## config.mk

```make
export PLATFORM = sky130hd
export DESIGN_NAME = flag_alu
export DESIGN_NICKNAME = d
export VERILOG_FILES = /design/src/rtl/flag_alu.sv
export SDC_FILE = /design/constraint.sdc
export NUM_CORES = 1
export LEC_CHECK = 0
export BUFFER_PORTS_ARGS = -buffer_cell sky130_fd_sc_hd__buf_2
export CAP_MARGIN = 20
export CORE_MARGIN = 1.5
export CORE_UTILIZATION = 50
export DETAILED_ROUTE_END_ITERATION = 8
export PLACE_DENSITY = 0.74
export SLEW_MARGIN = 15
export SYNTH_ARGS = -nofsm -noshare
export SYNTH_HDL_FRONTEND = slang
export SYNTH_SLANG_ARGS = --single-unit
```

## constraint.sdc

```tcl
create_clock -name clk -period 13.31 [get_ports clk]
set_input_delay 0.6655 -clock clk [delete_from_list [all_inputs] [get_ports clk]]
set_output_delay 0.6655 -clock clk [all_outputs]
set_load 0.005 [all_outputs]
```

## src/rtl/flag_alu.sv

```systemverilog
module flag_alu #(
  parameter int WIDTH = 32,
  parameter int NFLAG = 6
) (
  input  logic             clk,
  input  logic             rst_n,
  input  logic [WIDTH-1:0] op_a,
  input  logic [WIDTH-1:0] op_b,
  input  logic [2:0]       op_code,
  input  logic             flag_upd,
  input  logic [NFLAG-1:0] fwr_mask,
  input  logic [NFLAG-1:0] fwr_val,
  output logic [WIDTH-1:0] result,
  output logic             wb_valid,
  output logic [NFLAG-1:0] flags_now,
  output logic [NFLAG-1:0] flags_q
);
  localparam int MSB = WIDTH - 1;
  localparam logic [2:0] OP_ADD = 3'd0, OP_SUB = 3'd1, OP_AND = 3'd2,
                         OP_OR  = 3'd3, OP_XOR = 3'd4, OP_CMP = 3'd5;

  logic [WIDTH:0]     sum_w, dif_w;
  logic               is_add, is_sub, is_logic, op_ok;
  logic               cf, of, af;
  logic [WIDTH-1:0]   nib_x;
  logic [NFLAG-1:0]   flags_nx;

  assign sum_w    = {1'b0, op_a} + {1'b0, op_b};
  assign dif_w    = {1'b0, op_a} - {1'b0, op_b};
  assign is_add   = (op_code == OP_ADD);
  assign is_sub   = (op_code == OP_SUB) || (op_code == OP_CMP);
  assign is_logic = (op_code == OP_AND) || (op_code == OP_OR) || (op_code == OP_XOR);
  assign op_ok    = is_add || is_sub || is_logic;

  always_comb begin
    unique case (op_code)
      OP_ADD:         result = sum_w[MSB:0];
      OP_SUB, OP_CMP: result = dif_w[MSB:0];
      OP_AND:         result = op_a & op_b;
      OP_OR:          result = op_a | op_b;
      OP_XOR:         result = op_a ^ op_b;
      default:        result = '0;
    endcase
  end

  assign nib_x = op_a ^ op_b ^ result;
  assign cf = is_add ? sum_w[WIDTH] : (is_sub ? dif_w[WIDTH] : 1'b0);
  assign af = (is_add || is_sub) && nib_x[4];
  assign of = is_add ? ((op_a[MSB] == op_b[MSB]) && (result[MSB] != op_a[MSB])) :
              is_sub ? ((op_a[MSB] != op_b[MSB]) && (result[MSB] != op_a[MSB])) : 1'b0;

  assign flags_now = op_ok ? {of, result[MSB], ~|result, af, ~^result[7:0], cf} : '0;
  assign wb_valid  = is_add || (op_code == OP_SUB) || is_logic;

  assign flags_nx = (((flag_upd && op_ok) ? flags_now : flags_q) & ~fwr_mask) | (fwr_val & fwr_mask);

  always_ff @(posedge clk or negedge rst_n) begin
    if (!rst_n) flags_q <= '0;
    else        flags_q <= flags_nx;
  end

  p_cmp_no_wb_r8: assert property (@(posedge clk) disable iff (!rst_n)
    (op_code == OP_CMP) |-> !wb_valid);
  p_resv_quiet_r8: assert property (@(posedge clk) disable iff (!rst_n)
    (op_code[2:1] == 2'b11) |-> (!wb_valid && flags_now == '0 && result == '0));
  p_logic_clear_r7: assert property (@(posedge clk) disable iff (!rst_n)
    is_logic |-> (flags_now[0] == 1'b0 && flags_now[5] == 1'b0 && flags_now[2] == 1'b0));
  p_sign_r4: assert property (@(posedge clk) disable iff (!rst_n)
    op_ok |-> (flags_now[4] == result[MSB]));
  p_load_r9: assert property (@(posedge clk) disable iff (!rst_n)
    (flag_upd && op_ok && fwr_mask == '0) |=> (flags_q == $past(flags_now)));
  p_hold_r9: assert property (@(posedge clk) disable iff (!rst_n)
    ((!flag_upd || !op_ok) && fwr_mask == '0) |=> $stable(flags_q));
  p_force_r10: assert property (@(posedge clk) disable iff (!rst_n)
    (fwr_mask != '0) |=> ((flags_q & $past(fwr_mask)) == ($past(fwr_val) & $past(fwr_mask))));
endmodule

```

# Word-level counts from Yosys, hierarchy flattened
# Index checks and enable logic that the tools add are counted.
[classes]
bitwise = 8
n_mux = 7
reduce_logical = 16
n_eq_ne = 8
add_sub_neg = 2
[ops]
columns = ["op", "n"]
rows = [
  ["case mux 32 bit (5 select lines)", 1],
  ["adder 32 x 32 -> 33 bit", 1],
  ["subtractor 32 x 32 -> 33 bit", 1],
  ["AND 32 bit", 1],
  ["OR 32 bit", 1],
  ["OR reduction 32 bit", 1],
  ["bitwise XOR 32 bit", 1],
  ["AND 6 bit", 2],
  ["2-to-1 mux 6 bit", 2],
  ["XNOR reduction 8 bit", 1],
  ["logical OR 1 bit", 7],
  ["== test 3 x 2 -> 1 bit (second input constant)", 2],
  ["== test 3 bit (second input constant)", 2],
  ["NOT 6 bit", 1],
  ["OR 6 bit", 1],
  ["bitwise XOR 5 bit", 1],
  ["logical AND 1 bit", 4],
  ["2-to-1 mux 1 bit", 4],
  ["== test 3 x 1 -> 1 bit (second input constant)", 1],
  ["logical NOT 3 bit", 1],
  ["!= test 1 bit", 2],
  ["OR reduction 2 bit", 1],
  ["== test 1 bit", 1],
  ["logical NOT 1 bit", 1],
]
[totals]
elab_cells = 42
ff_bits = 6
inputBits = 82
out_inout_bits = 45

# Longest topological paths before layout
# Gate-level depths: netlist of run 1.
[depth]
ltp_word = 11
depth_mapped = 19
ltp_nobuf = 19

# Least setup slack after synthesis of run 1
# No wires, ideal clock.
[synth_timing]
path_kind = "input port to output port"
startpoint = "input port op_code[0]"
endpoint = "output port flags_now[3]"
path_stages = 18
path_slack_ps = 7761
n_path_buf = 8
t_arrival_ps = 4884
cell_sequence = "buf_2 -> buf_2 -> buf_1 -> clkbuf_1 -> buf_2 -> buf_2 -> clkbuf_1 -> buf_1 -> a21oi_1 -> a311oi_1 -> ha_1 -> nand3_1 -> or3_1 -> or4_1 -> or4_1 -> nor4_2 -> nand3_1 -> nor2_1"
[synth_via]
elab_chain_cells = 6
[synth_lines]
columns = ["item", "line", "rtl"]
rows = [
  ["from (decl)", "9", "input logic [2:0] op_code,"],
  ["== test 3 bit / == test 3 x 1 -> 1 bit (equally long branches)", "31, 36", ""],
  ["OR reduction 2 bit", "36", "unique case (op_code)"],
  ["case mux 32 bit (5 select lines)", "36", ""],
  ["OR reduction 32 bit", "52", "assign flags_now = op_ok ? {of, result[MSB], ~|result, af, ~^result[7:0], cf} : '0;"],
  ["logical NOT 1 bit", "52", ""],
  ["2-to-1 mux 6 bit (*)", "52", ""],
  ["to (decl)", "15", "output logic [NFLAG-1:0] flags_now,"],
]
# Every way passes the cells marked *; elsewhere a longest branch is shown, timed or not.

# Worst setup path in the final report of run 1
# Ends and elaborated chain as after synthesis.

==> flow_summary.yaml, run 1 <==
logic_synthesis:
  seq_area_frac_synth_pct: 2.38
  synth-seq-cells: 6
  synth_top_area_share_pct: 21.4
  synthFlopType: "dfrtp_1"
  syn-num-nets: 1139
  yosysWarnings: 0
  syn-cell-area_um2: 6300
  synthTopCellsByArea: "ha_1, inv_1, a21oi_1, nor2_1, nand2_1"
  synth_top_cell_by_area: "ha_1"
  syn-instance-count: 947
  async_flop_share_pct: 100
  synth_cell_types: 85
  avgSynthCellArea_um2: 6.66
  synth_edf_count: 0
cts:
  numClockSinks: 6
  hold_buffers: 0
  cts_resized: 0
  clkTransAtPathRegs_ns: 0.03
  cts_tree: "built"
  cts_root_buf: "clkbuf_16"
  clock_latency_ns: 0.23
  h-tree-depth: 1
  postCtsSetupRepairBufs: 0
  numCtsBuffers: 3
  cts_buffer_depth: 2
layout:
  drive_gt1_share_pct: 16.4
  final_cell_mix: "buf_2, inv_1, ha_1, nor2_1, a21oi_1"
  diodes: 0
  final_common_cell: "buf_2"
  syn_to_final_growth_pct: 11.8
  nets: 1226
  fill_cells: 1251
placement:
  gp_congestion: 1.00
  dp_hpwl_um: 16800
  pre_cts_slack_ns: 7.53
  io_buffers: 126
sta:
  hold_viol: 0
  setup_viol: 0
  fin_tns_setup_ns: 0
  rsz0062_at_grt: "false"
  drv_slew: 0
  skew_ns: 0
  fmax_mhz: 171
  min_period_ns: 5.86
  slew_headroom_pct: 48.2
  finalCritPeriodShare_pct: 44.1
  worst_pin_slew_ns: 0.770
  worst_slack_ns: 7.45
setup_path:
  required_ns: 12.64
  cp-start-kind: "primary input"
  cp-end-kind: "output pin"
  crit_type: "in -> out"
  path_max_fanout: 71
  cp.arrival_ns: 5.20
worst_hold_path:
  hp-class: "in -> async"
global_routing:
  grt_start_max_net_pins: 72
  grt_use_total_pct: 31.0
  grt_pass1_vias: 6576
  antenna_found_initial: 0
  grt_first_pass_wirelength_um: 33200
  grt_overflow: 0
die:
  rows: 40
  ios: 127
  die_y_um: 115
  dieArea_um2: 13300
  die_x_um: 115
  start_util_pct: 51.8
  coreArea_um2: 12200
power:
  ir_drop_mv: 0.0299
  p_per_area_nw_per_um2: 55.6
  p_leak_nw: 3.47
  finalPower_mw: 0.392
route:
  wl_um: 21400
  first_iter_violations: 964
  ant_nets: 0
  vias_per_cell: 6.25
  first_pass_iters: 6
  drc: 0
  wl_per_cell_um: 17.9
  vias: 7499
job:
  maxCapViolCount: 0
outcome:
  status: "finished, final reports clean"
[cell families (layout without fill, tap and decap cells)]
logic type | after synthesis | count (layout) | share of synthesized area [%]
flip-flops | 6 | 6 | 2.38
buffers and inverters | 161 | 246 | 10.0
multiplexers | 9 | 9 | 1.51
AO/OA/AOI/OAI | 341 | 341 | 38.3
XOR/XNOR | 17 | 17 | 2.36
AND/OR/NAND/NOR | 303 | 303 | 23.3
adder cells (fa/ha/maj) | 110 | 110 | 22.1
[metal layers]
layer | global-route usage, % | share of wire [%] | vias up
met3 | 2.58 | 9.8 | 63
met5 | 0 | 0 | -
met1 | 43.2 | 43 | 3391
li1 | - | - | 3610
met2 | 50.6 | 44 | 435
met4 | 9.71 | 2.9 | 0
[report_power, final]
| group | internal, mW | switching [mW] |
|---|---|---|
| logic | 0.124 | 0.198 |
| clock network | 0.0385 | 0.0100 |
| registers | 0.0206 | 0.000996 |
| total | 0.183 | 0.209 |
[final cells by class]
type	count	area (um2)	share of cell area, %
inverter	111	417	5.91
sequential	6	150	2.13
multi-input combinational	780	5520	78.3
clock buffer	3	75.1	1.06
tap	168	210	2.98
timing repair buffer	132	676	9.58
[critical path, stage by stage]
cell	delay, ns
buf_2	0.08
buf_4	0.57
nor2_1	0.30
nand2_1	0.61
o22a_1	0.26
nor2_1	0.04
a311oi_1	0.32
ha_1	0.21
nand3_1	0.06
or3_1	0.32
or4_1	0.46
or4_1	0.51
nor4_2	0.41
nand3_1	0.13
nor2_1	0.10
buf_2	0.12
[path summary, 6_finish.rpt]
path / start / to / slack, ns / cells after the start
min in group clk: flop / flop / 0.56 / 2
max: op_code[0] / flags_now[3] / 7.45 / 16
max reg2reg: flop / flop / 12.45 / 3
min: rst_n / async pin / 0.25 / 1
max in group asynchronous: rst_n / async pin / 12.92 / 1
min reg2reg: flop / flop / 0.56 / 2
[synthesized netlist by cell type, types with 5 or more instances]
library cell    n
nor2b_1        14
or2_2           8
ha_1          108
o21ai_0        48
nor3_1         10
and2_1          5
xnor2_1        16
a31oi_1        13
a211o_1        11
o31ai_1        13
mux2i_1         5
nand4_1         7
and3_1         11
a31o_2          5
a22oi_1         5
nand3_1        23
nor4_1         13
or3_1          11
o21bai_1        7
or4_1           7
inv_1         108
clkbuf_1       32
o22ai_1         5
a221oi_1        6
o211ai_1       30
o21a_1          7
a211oi_1       24
nand2_1        76
nand2b_1        8
nor2_1         95
a21oi_1        79
buf_2          10
buf_1           5
o22a_1          5
dfrtp_1         6
a21o_1         16
[per-stage QoR]
step           hold slack [ns]  std cells  util, %  cell area, um2
5_1_grt                  0.257       1200     58.0            7050
3_3_place_gp             0.493       1197     57.4            6980
3_5_place_dp             0.494       1197     57.4            6980
2_1_floorplan            0.370        947        -            6300
4_1_cts                  0.256       1200     58.0            7050
6_report                 0.254       1200     58.0            7050
Power figures use the tool's default switching activity.
==> run 2, diff against run 1 <==
==> constraint.sdc (replaced) <==
create_clock -name clk -period 6.07 [get_ports clk]
set_input_delay 0.3035 -clock clk [delete_from_list [all_inputs] [get_ports clk]]
set_output_delay 0.3035 -clock clk [all_outputs]
set_load 0.005 [all_outputs]
==> run 2 against run 1 <==
Against the previous run: register-to-register slack lost 7.3 ns; flip-flop and latch count unchanged; via count rose by 1.5%; critical path depth grew 4; largest cell class unchanged; highest routed layer unchanged.
==> flow_summary.yaml, run 2 (synthesized netlist as in run 1, its figures left out) <==
outcome:
  status: "finished, final reports clean"
cts:
  cts_tree: "built"
  clkTransAtPathRegs_ns: 0.03
  cts_root_buf: "clkbuf_16"
  clock_latency_ns: 0.23
  numClockSinks: 6
  numCtsBuffers: 3
  h-tree-depth: 1
  cts_buffer_depth: 2
  postCtsSetupRepairBufs: 0
setup_path:
  cp-start-kind: "primary input"
  required_ns: 5.77
  cp-end-kind: "output pin"
  cp_cell_sequence: "buf_2, inv_1, ha_1, inv_1, fa_1, nor2b_1, o211ai_2, nand2_1, nand3_1, a21oi_1, a311oi_1, ha_1, nand3_1, or3_1, or4_1, or4_1, nor4_2, nand3_1, nor2_1, buf_2"
  crit_buf_inv: 4
  critPathMaxStageDelay_ns: 0.53
  path_common_cell: "nand3_1"
  cp.arrival_ns: 4.81
  path_max_fanout: 5
  crit_family: "simple AND/OR/NAND/NOR gates"
  r2r_cells: 3
  regToRegSetupSlack_ns: 5.16
  crit_type: "in -> out"
  cp.depth: 20
  cpMaxStageDelayCell: "or4_1"
sta:
  rsz0062_at_grt: "false"
  slew_headroom_pct: 46.5
  fmax_mhz: 196
  worst_slack_ns: 0.958
  finalCritPeriodShare_pct: 84.2
  skew_ns: 0
  setup_viol: 0
  min_period_ns: 5.11
  fin_tns_setup_ns: 0
  worst_pin_slew_ns: 0.796
  hold_viol: 0
  drv_slew: 0
route:
  first_pass_iters: 5
  vias: 7610
  drc: 0
  vias_per_cell: 6.31
  wl_per_cell_um: 18.2
  wl_um: 21900
  first_iter_violations: 890
  ant_nets: 0
global_routing:
  grt_start_max_net_pins: 29
  grt_pass1_vias: 6818
  grt_first_pass_wirelength_um: 34400
  antenna_found_initial: 0
  grt_overflow: 0
  grt_use_total_pct: 32.1
placement:
  io_buffers: 126
  gp_congestion: 0.993
  dp_hpwl_um: 17400
  postPlaceCellArea_um2: 7010
  pre_cts_slack_ns: 1.01
die:
  die_y_um: 115
  ios: 127
  start_util_pct: 51.8
  coreArea_um2: 12200
  dieArea_um2: 13300
  rows: 40
  die_x_um: 115
power:
  p_per_area_nw_per_um2: 122
  p_leak_nw: 3.50
  finalPower_mw: 0.866
  ir_drop_mv: 0.0701
layout:
  fill_cells: 1207
  diodes: 0
  final_cell_mix: "buf_2, inv_1, ha_1, nor2_1, a21oi_1"
  fin_area_um2: 7100
  nets: 1232
  drive_gt1_share_pct: 16.8
  syn_to_final_growth_pct: 12.6
  final_common_cell: "buf_2"
worst_hold_path:
  min_path_cells: 2
  hp-class: "in -> reg"
job:
  maxCapViolCount: 0
-- run 2: cell count changes in the layout (fill, tap and decap cells not counted), sizes merged --
cell / previous run / this run
dlygate4sd3: 0 / 1
buf: 132 / 137
-- run 2: layout make-up --
class | instances | area [um2] | area share, %
Sequential cell | 6 | 150 | 2.12
Inverter | 111 | 417 | 5.87
Timing Repair Buffer | 138 | 723 | 10.2
Clock buffer | 3 | 75.1 | 1.06
Multi-Input combinational cell | 780 | 5520 | 77.8
Tap cell | 168 | 210 | 2.96
-- run 2: worst paths after layout --
check / to / from
min in group asynchronous: async pin / rst_n
setup / recovery: flags_now[3] / op_a[0]
setup reg to reg: flop / flop
hold reg to reg: flop / flop
max in group asynchronous: async pin / rst_n
hold / removal: flop / fwr_mask[4]
-- run 2: metrics by stage --
stage                     utilization [%]  hold WS [ns]  std cells
final                                58.4         0.274       1206
after global routing                 58.4         0.290       1206
after CTS                            58.4         0.272       1206
after detailed placement             57.7         0.132       1202
after global placement               57.7         0.127       1202
after floorplan                         -       0.00791        947
-- run 2: power breakdown --
| part | switching, mW | internal [mW] |
|---|---|---|
| registers | 0.00265 | 0.0452 |
| logic | 0.438 | 0.274 |
| clock network | 0.0217 | 0.0845 |
-- run 2: timing repair --
item / CTS / global route
hold buffers: 1 / 0
resized for setup: 0 / 0
endpoints found under the hold margin: 6 / 0
-- run 2: routing by layer --
layer  vias up  routed length, um  GRT usage (%)
met4         0                663           10.3
met3        55               2070           3.11
met2       437               9780           51.6
li1       3631                  -              -
met1      3487               9430           45.2
met5         -                  0              0
-- run 2: worst reg2reg max path, cell delays in order, from the launching register on --
cell and delay [ns]:
dfrtp_1 0.37, nand2_1 0.06, o31ai_1 0.07, mux2_2 0.28
==> run 3, diff against run 2 <==
--- a/config.mk
+++ b/config.mk
@@ -5,12 +5,13 @@
 export SDC_FILE = /design/constraint.sdc
 export NUM_CORES = 1
 export LEC_CHECK = 0
+export ABC_AREA = 1
 export BUFFER_PORTS_ARGS = -buffer_cell sky130_fd_sc_hd__buf_2
 export CAP_MARGIN = 20
 export CORE_MARGIN = 1.5
 export CORE_UTILIZATION = 50
 export DETAILED_ROUTE_END_ITERATION = 8
-export PLACE_DENSITY = 0.74
+export PLACE_DENSITY = 0.75
 export SLEW_MARGIN = 15
 export SYNTH_ARGS = -nofsm -noshare
 export SYNTH_HDL_FRONTEND = slang
==> constraint.sdc (replaced) <==
create_clock -name clk -period 4.3 [get_ports clk]
set_input_delay 0.215 -clock clk [delete_from_list [all_inputs] [get_ports clk]]
set_output_delay 0.215 -clock clk [all_outputs]
set_load 0.005 [all_outputs]
==> run 3 against run 2 <==
Against the previous run: register-to-register slack worse by 1.6 ns; cell area rose by 12%; sequential power increased by 38%; worst setup slack better by 0.021 ns; sequential share of layout area down 0.22 points; critical path depth up 3; clock skew unchanged; global-route usage rose by 1.7 points; via count rose by 16%; hold slack lost 0.078 ns; utilization decreased by 1.4 points.
==> flow_summary.yaml, run 3 <==
outcome:
  status: "finished, final reports clean"
setup_path:
  cp-end-kind: "output pin"
  crit_type: "in -> out"
  cp-start-kind: "primary input"
  required_ns: 4.09
  path_max_fanout: 4
  cp.arrival_ns: 3.11
route:
  vias_per_cell: 5.46
  wl_met1_um: 11100
  ant_nets: 0
  wl_um: 25900
  drc: 0
  top_layer: "met4"
  first_iter_violations: 895
  wl_met2_um: 11600
  first_pass_iters: 5
  vias: 8835
  routed-wl-met3_um: 2500
  wl_per_cell_um: 16.0
sta:
  setup_viol: 0
  worst_slack_ns: 0.979
  slew_headroom_pct: 44.2
  worst_pin_slew_ns: 0.835
  skew_ns: 0
  fin_tns_setup_ns: 0
  fmax_mhz: 301
  rsz0062_at_grt: "false"
  finalCritPeriodShare_pct: 77.2
  hold_viol: 0
  min_period_ns: 3.32
  drv_slew: 0
logic_synthesis:
  syn-num-nets: 1528
  syn-instance-count: 1336
  async_flop_share_pct: 100
  synth_edf_count: 0
  yosys-top-cells-count: "nand2_1, inv_1, nand3_1, nor2_1, ha_1"
  synth_most_common_cell: "nand2_1"
  yosysWarnings: 0
  synth-seq-cells: 6
  synth_top_cell_by_area: "nand2_1"
  avgSynthCellArea_um2: 5.37
  synthTopCellsByArea: "nand2_1, ha_1, inv_1, nand3_1, nor2_1"
  synth_top_area_share_pct: 20.2
  synth_cell_types: 45
  syn-cell-area_um2: 7180
  synthFlopType: "dfrtp_1"
  seq_area_frac_synth_pct: 2.09
global_routing:
  grt_pass1_vias: 7901
  grt_start_max_net_pins: 34
  grt_first_pass_wirelength_um: 39800
  antenna_found_initial: 0
  grt_use_total_pct: 33.9
  grt_overflow: 0
die:
  start_util_pct: 51.5
  dieArea_um2: 15100
  coreArea_um2: 13900
  die_y_um: 123
  ios: 127
  rows: 43
  die_x_um: 123
power:
  p_per_area_nw_per_um2: 162
  p_leak_nw: 4.75
  ir_drop_mv: 0.0821
worst_hold_path:
  hp-class: "in -> reg"
layout:
  syn_to_final_growth_pct: 10.5
  final_cell_mix: "nand2_1, inv_1, nand3_1, buf_2, nor2_1"
  drive_gt1_share_pct: 17.2
  final_common_cell: "nand2_1"
  nets: 1633
  diodes: 0
  fill_cells: 1532
cts:
  clock_latency_ns: 0.23
  clkTransAtPathRegs_ns: 0.03
  cts_buffer_depth: 2
  h-tree-depth: 1
  postCtsSetupRepairBufs: 0
  cts_root_buf: "clkbuf_16"
  numClockSinks: 6
  numCtsBuffers: 3
  cts_tree: "built"
placement:
  io_buffers: 126
  gp_congestion: 1.05
  dp_hpwl_um: 21900
  pre_cts_slack_ns: 1.03
job:
  maxCapViolCount: 0
## run 3: cell count changes after synthesis, moves of 23 or more
cell / change
nand2_1: +310
inv_1: +137
nand3_1: +104
o211ai_1: -28
o21ai_0: -28
nor2_1: +27
a211oi_1: -23
clkbuf_1: -23
nor2_2: +23
## run 3: cells by family after synthesis
group | synth area share [%]
DFF | 2.09
and+or+nand+nor | 48.0
adders and majority gates | 19.4
xor gates and xnor gates | 0.244
AOI/OAI and AO/OA | 12.7
buffers and inverters | 17.6
## run 3: worst paths after layout
check	depth (start not counted)	from	slack, ns	end
min in group asynchronous	2	rst_n	0.34	async pin
setup reg to reg	2	flop	3.57	flop
max in group asynchronous	2	rst_n	3.81	async pin
setup / recovery	23	op_a[0]	0.98	flags_now[3]
hold reg to reg	2	flop	0.49	flop
hold / removal	3	fwr_val[2]	0.20	flop
## run 3: power breakdown
group          total (mW)  switching [mW]  internal [mW]
clock network       0.150          0.0306          0.119
logic                1.07           0.720          0.350
registers          0.0662         0.00290         0.0632
total                1.29           0.753          0.532
## run 3: worst max-delay path, stage by stage
cell     delay, ns
buf_2         0.11
inv_1         0.07
ha_1          0.15
inv_1         0.07
fa_1          0.42
nand2_1       0.12
nand2_1       0.07
nand3_1       0.07
nand2_1       0.11
a21oi_1       0.14
o21ai_0       0.10
nand2_1       0.06
and3_1        0.19
ha_1          0.15
nand4_1       0.08
a21oi_1       0.17
inv_1         0.08
nor3_1        0.17
nand3_1       0.12
nor2_1        0.11
nand3_1       0.11
nor2_1        0.10
buf_2         0.12
## run 3: area by class of cell
type | instances | area (um2) | share of cell area [%]
clock buffer | 3 | 75.1 | 0.946
inverter | 272 | 1020 | 12.9
multi-input combinational | 1024 | 5770 | 72.7
sequential | 6 | 150 | 1.89
tap | 180 | 225 | 2.84
timing repair buffer | 134 | 693 | 8.73
## run 3: repair_timing
action,in CTS,in global routing
endpoints found under the hold margin,6,0
hold buffers,1,0
resized for setup,0,0
## run 3: metal layers
layer  track usage, %  vias to the layer above
li1                 -                     4397
met1             46.1                     3926
met2             56.9                      471
met3             2.83                       41
met4             9.67                        0
met5                0                        -
## run 3: through the flow
step | hold WS (ns) | instances | utilization, % | instance area (um2) | power, mW
finish | 0.196 | 1619 | 57.0 | 7940 | 1.29
global route | 0.202 | 1619 | 57.0 | 7940 | 1.40
CTS | 0.194 | 1619 | 57.0 | 7940 | 1.27
detailed placement | 0.0473 | 1615 | 56.3 | 7850 | 1.11
global placement | 0.0461 | 1615 | 56.3 | 7850 | 1.11
floorplan | -0.0806 | 1336 | - | 7180 | 0.789
